## config.mk

```make
export PLATFORM = sky130hd
export DESIGN_NAME = orm_exec_unit
export DESIGN_NICKNAME = d
export VERILOG_FILES = /design/src/rtl/orm_exec_unit.sv
export SDC_FILE = /design/constraint.sdc
export NUM_CORES = 2
export LEC_CHECK = 0
export ABC_CLOCK_PERIOD_IN_PS = 11110
export BUFFER_PORTS_ARGS = -buffer_cell sky130_fd_sc_hd__buf_4
export CORE_ASPECT_RATIO = 0.8
export CORE_MARGIN = 4
export CORE_UTILIZATION = 33
export CTS_CLUSTER_SIZE = 14
export DETAILED_ROUTE_END_ITERATION = 6
export GPL_TIMING_DRIVEN = 1
export SYNTH_ARGS = -nofsm -noshare
export SYNTH_HDL_FRONTEND = slang
export SYNTH_SLANG_ARGS = --single-unit
```

## constraint.sdc

```tcl
create_clock -name clk -period 11.11 [get_ports clk]
set_input_delay 2.222 -clock clk [delete_from_list [all_inputs] [get_ports clk]]
set_output_delay 2.222 -clock clk [all_outputs]
set_load 0.05 [all_outputs]
```

## src/rtl/orm_exec_unit.sv

```systemverilog
module orm_exec_unit #(
  parameter int DW = 8,
  parameter int AW = 7
) (
  input  logic          clk,
  input  logic          rst,
  input  logic          instr_valid,
  input  logic [13:0]   instr,
  input  logic [AW-1:0] dbg_addr,
  output logic [DW-1:0] w_out,
  output logic          z_out,
  output logic          illegal,
  output logic [DW-1:0] dbg_data
);
  localparam int DEPTH = 1 << AW;

  logic [DW-1:0] regs [DEPTH];
  logic [DW-1:0] w_q;
  logic          z_q;

  logic [DW-1:0] lit;
  logic [AW-1:0] addr;
  logic          dst_reg;
  logic [DW-1:0] f_rd;
  logic          op_orl, op_movl, op_orf, op_movf, known;
  logic [DW-1:0] res;

  assign lit     = instr[DW-1:0];
  assign addr    = instr[AW-1:0];
  assign dst_reg = instr[7];
  assign f_rd    = regs[addr];

  assign op_orl  = instr[13:8]  == 6'b111000;
  assign op_movl = instr[13:10] == 4'b1100;
  assign op_orf  = instr[13:8]  == 6'b000100;
  assign op_movf = instr[13:8]  == 6'b001000;
  assign known   = op_orl | op_movl | op_orf | op_movf;

  always_comb begin
    res = f_rd;
    if (op_orl)       res = w_q | lit;
    else if (op_movl) res = lit;
    else if (op_orf)  res = w_q | f_rd;
  end

  always_ff @(posedge clk) begin
    if (rst) begin
      w_q <= '0;
      z_q <= 1'b0;
      for (int i = 0; i < DEPTH; i++) regs[i] <= '0;
    end else if (instr_valid && known) begin
      if ((op_orf || op_movf) && dst_reg) regs[addr] <= res;
      else                                w_q <= res;
      if (!op_movl) z_q <= (res == '0);
    end
  end

  assign w_out    = w_q;
  assign z_out    = z_q;
  assign illegal  = instr_valid && !known;
  assign dbg_data = regs[dbg_addr];

  p_idle_hold_r8: assert property (@(posedge clk) disable iff (rst)
    !instr_valid |=> $stable(w_q) && $stable(z_q));

  p_illegal_hold_r9: assert property (@(posedge clk) disable iff (rst)
    illegal |=> $stable(w_q) && $stable(z_q));

  p_illegal_needs_valid_r9: assert property (@(posedge clk) disable iff (rst)
    !instr_valid |-> !illegal);

  p_movl_keeps_z_r3: assert property (@(posedge clk) disable iff (rst)
    instr_valid && op_movl |=> $stable(z_q) && w_q == $past(lit));

  p_orl_result_r2: assert property (@(posedge clk) disable iff (rst)
    instr_valid && op_orl |=> w_q == ($past(w_q) | $past(lit)) && z_q == (w_q == '0));

  p_movf_to_w_r5: assert property (@(posedge clk) disable iff (rst)
    instr_valid && op_movf && !dst_reg |=> w_q == $past(f_rd) && z_q == (w_q == '0));

  p_reg_dest_keeps_w_r6: assert property (@(posedge clk) disable iff (rst)
    instr_valid && (op_orf || op_movf) && dst_reg |=> $stable(w_q));

  p_orf_flag_r7: assert property (@(posedge clk) disable iff (rst)
    instr_valid && op_orf |=> z_q == (($past(w_q) | $past(f_rd)) == '0));
endmodule

```

Word-level counts from Yosys, hierarchy flattened
Memories as Yosys holds them, arrays and structs flattened.
Cells that the tools add are included.
{ "classes": {"n_eq_ne": 4, "muxes": 12, "n_bitwise": 7, "reduce_logical": 9} }
{ "ops": {"columns": ["cell", "count"], "rows": [
  ["two-way mux 8 bit", 4],
  ["OR 8 bit", 2],
  ["zero test 8 bit", 1],
  ["OR reduction 8 bit", 1],
  ["two-way mux 1 bit", 7],
  ["two-way mux 7 bit", 1],
  ["equality test 6 x 3 -> 1 bit, second input constant", 1],
  ["equality test 6 x 4 -> 1 bit, second input constant", 1],
  ["equality test 6 bit, second input constant", 1],
  ["equality test 4 bit, second input constant", 1],
  ["AND reduction 2 bit", 2],
  ["logical AND 1 bit", 3],
  ["OR 1 bit", 3],
  ["inverter 1 bit", 2],
  ["zero test 1 bit", 1],
  ["logical OR 1 bit", 1]
]} }
{ "totals": {"register_bits": 9, "ram_bits": 1024, "in_bits": 24, "elab_cells": 35, "mem_count": 1} }
{ "mem_list": {"columns": ["name", "words", "width", "rd", "rd_ports_with_merged_regs", "wr", "line", "rtl"], "rows": [
  ["regs", 128, 8, 2, 0, 128, "17", "logic [DW-1:0] regs [DEPTH];"]
]} }

Longest topological paths before layout
{ "depth": {"depth_word": 10, "ltp_mapped": 15, "mapped_depth_nobuf": 8} }

Worst setup path after synthesis
OpenSTA, ideal clock, no wires.
{ "synth_path": {"path_type": "input -> output", "start": "input dbg_addr[0]", "end": "output dbg_data[0]", "arrival_time_ns": 4.976, "setup_slack_ns": 3.912, "cell_stages": 7, "n_path_buf": 3, "cell_sequence": "clkbuf_1 -> clkbuf_1 -> buf_1 -> mux4_2 -> mux4_2 -> mux4_2 -> mux2_2"} }
{ "synth_between": {"elab_chain_cells": 1} }
{ "synth_rtl": {"columns": ["item", "line", "rtl"], "rows": [
  ["from (decl)", "9", "input logic [AW-1:0] dbg_addr,"],
  ["memory read (128 x 8 bit)", null, null],
  ["to (decl)", "13", "output logic [DW-1:0] dbg_data"]
]} }
Every way passes these cells.

Worst setup path after layout
{ "layout_path": {"start": "input dbg_addr[0]", "end": "output dbg_data[4]"} }
The elaborated chain is that of the path after synthesis.

==> impl_metrics.yaml <==
setup_path:
  r2r_start: "regs[4][4]"
  worstPathCellList: "buf_8 -> buf_12 -> mux4_2 -> mux4_2 -> mux4_2 -> mux2_2 -> buf_4"
  cp_max_fo: 60
  critPathLaunch: "dbg_addr[0]"
  slowest_delay_ps: 620
  critical_path.top_delay_family: "multiplexers"
  timing.critical_path.mode_cell: "mux4_2"
  required_ps: 8890
  worstPathArrival_ps: 5740
  cp_slowest_cell: "mux4_2"
  end_kind: "output pin"
  cp-start-kind: "input port"
  timing_worst_setup_path_type: "input port to output pin"
  cp_num_buf_inv: 3
synth:
  ys.flop_type: "edfxtp_1"
  syn-cell-area_um2: 54200
  syn_inst: 4000
  synthArstFlopShare_pct: 0
  syn_avg_cell_area_um2: 13.6
  ys_seq_area_share_pct: 57.1
  synth_edf_count: 1024
  ys_ff_latch: 1033
  ys_warn_count: 0
  syn-num-nets: 4024
  ys_types: 79
final_layout:
  area_delta_synth_final_pct: 10.3
  fin_nets: 3904
  layout.cells.non_filler: 6119
  drive_gt1_share_pct: 21.2
  register_area_um2: 30900
  n_fill_cell: 15470
  multi_input_area_um2: 21500
power:
  power_density_nw_per_um2: 159
  vdd_drop_max_v: 0.000126
  p_leak_nw: 20.0
hold_path:
  worst_hold_startpoint: "w_out[3]"
  hold_path_class: "register to register"
timing:
  maxSlewHeadroom_pct: 8.84
  fin_worst_skew_ps: 48.9
  fin_setup_tns_ps: 0
  rsz0062_at_grt: "false"
  setup_violations: 0
  period_minus_slack_ps: 7970
  worstMarginPinSlew_ps: 1360
  finalWorstSetupSlack_ps: 3140
  max_freq_mhz: 126
  hold_viol: 0
  period_share_pct: 71.7
  finalMaxSlewViolations: 0
global_routing:
  top_usage_layer: "met2"
  grt_max_degree: 130
  grtUsageTotal_pct: 23.9
  met1_usage_pct: 32.5
  antenna_found_initial: 16
  grt_pass1_wl_um: 291000
  gr-usage-met2_pct: 33.1
  grt_pass1_vias: 37283
  grt-ovfl-total: 0
  use_met3_pct: 10.1
placed_design:
  pre_cts_ws_ps: 3170
  gp_congestion: 0.962
  portBuffers: 41
  dp.cells: 5920
  hpwlAfterDp_um: 140000
clock_network:
  cts.htree.levels: 3
  cts_root_buf: "clkbuf_16"
  clock_path_buffers: 3
  cts_tree: "yes"
  numCtsBuffers: 102
  cts_sinks: 1033
  cts_setup_buffers: 0
  post_cts_resized: 0
  hold_buffers: 0
  clock_latency_ps: 750
  clk_pin_slew_worst_paths_ps: 60
route:
  drtPass1Iterations: 7
  wire_per_inst_um: 34.1
  routed_wl_um: 208000
  drc: 0
  vias_per_cell: 6.46
  vias: 39539
  drt_iter0_drc: 7345
  antenna_left: 0
floorplan:
  pin_count: 42
  initial_core_util_pct: 33.4
  core_area_um2: 163000
  die_h_um: 370
  die_area_um2: 171000
  num_rows: 132
  die_width_um: 461
job:
  cap_violations: 0
run_status:
  outcome: "complete, no violations"
==> placed cells by master, fill, tap and decap left out, drive strengths merged, types with 21 or more instances in the layout <==
master,instances
clkbuf,130
a221o,21
edfxtp,1024
a21oi,44
mux2,88
mux4,430
nand2b,137
clkinv,36
buf,134
nand2,207
o21ai,56
a22oi,42
mux2i,87
a221oi,119
nor2,1125
==> cells in the mapped netlist, types with 8 or more instances <==
cell / number / area [um2]
buf_1: 24 / 90.1
buf_6: 17 / 191
a211oi_1: 9 / 67.6
mux2i_1: 87 / 871
a221o_1: 21 / 210
nor3_1: 13 / 65.1
clkbuf_1: 102 / 383
and2_1: 9 / 56.3
nand2b_1: 137 / 857
dfxtp_1: 9 / 180
buf_2: 161 / 806
o22ai_1: 16 / 100
o221ai_1: 11 / 96.3
nand3_1: 14 / 70.1
nor2b_1: 9 / 56.3
nand4_1: 11 / 68.8
o2bb2ai_1: 19 / 166
a31oi_1: 11 / 68.8
a22oi_1: 42 / 315
and3_1: 9 / 56.3
o21ai_0: 54 / 270
o22a_1: 8 / 70.1
nand2_1: 207 / 777
a221oi_1: 119 / 1040
buf_4: 53 / 398
o21a_1: 8 / 60.1
mux4_2: 430 / 9680
edfxtp_1: 1024 / 30700
a21oi_1: 44 / 220
mux2_1: 8 / 90.1
o211ai_1: 10 / 75.1
mux2_2: 80 / 901
nor2_1: 1123 / 4220
==> through the flow <==
stage	utilization, %	instance area [um2]	hold WS [ps]	total power [mW]
final	36.8	59800	628	9.48
after global routing	36.8	59800	666	9.67
after CTS	36.8	59800	625	9.43
after detailed placement	34.7	56300	614	5.81
after global placement	34.7	56300	614	5.80
after floorplan	-	54200	696	5.34
==> logic make-up after synthesis <==
family | Yosys count | share of synthesized area, %
AO/OA/AOI/OAI | 434 | 6.18
XOR/XNOR | 1 | 0.0162
buffers and inverters | 365 | 3.52
flip-flops | 1033 | 57.1
multiplexers | 605 | 21.3
AND/OR/NAND/NOR | 1562 | 11.9
==> final timing paths <==
kind                  to  slack [ps]  cells after the start
max          dbg_data[4]        3140                      7
min             w_out[3]         630                      2
max reg2reg        z_out        6580                     10
min reg2reg     w_out[3]         630                      2
==> layout make-up <==
| cell class | instances | area share [%] |
|---|---|---|
| repair buffers | 134 | 1.89 |
| well taps | 2144 | 4.49 |
| inverters | 7 | 0.0460 |
| diodes | 9 | 0.0377 |
| clock inverters | 60 | 1.29 |
| clock buffers | 130 | 4.51 |
| flip-flops and latches | 1033 | 51.7 |
| multi-input cells | 2602 | 36.0 |
==> registers in the layout (all words and copies together), names as in the netlist <==
name and cells:
z_out 1, regs 1024, w_out 8
==> report_power, final <==
group | switching, mW | internal [mW] | total (mW)
clock | 1.60 | 2.10 | 3.70
sequential | 0.102 | 4.40 | 4.51
combinational | 0.879 | 0.395 | 1.27
total | 2.58 | 6.90 | 9.48
==> layer usage <==
layer / wire length [um] / part of all wire [%]
met2: 85700 / 41
met5: 83 / 0.040
met4: 11000 / 5.3
met3: 35200 / 17
met1: 76400 / 37
==> tightest hold or removal path: stages (launching register included) <==
cell,delay (ps)
dfxtp_1,420
nand2_1,100
a21oi_1,60
No activity file was read; power rests on OpenSTA's default activity.
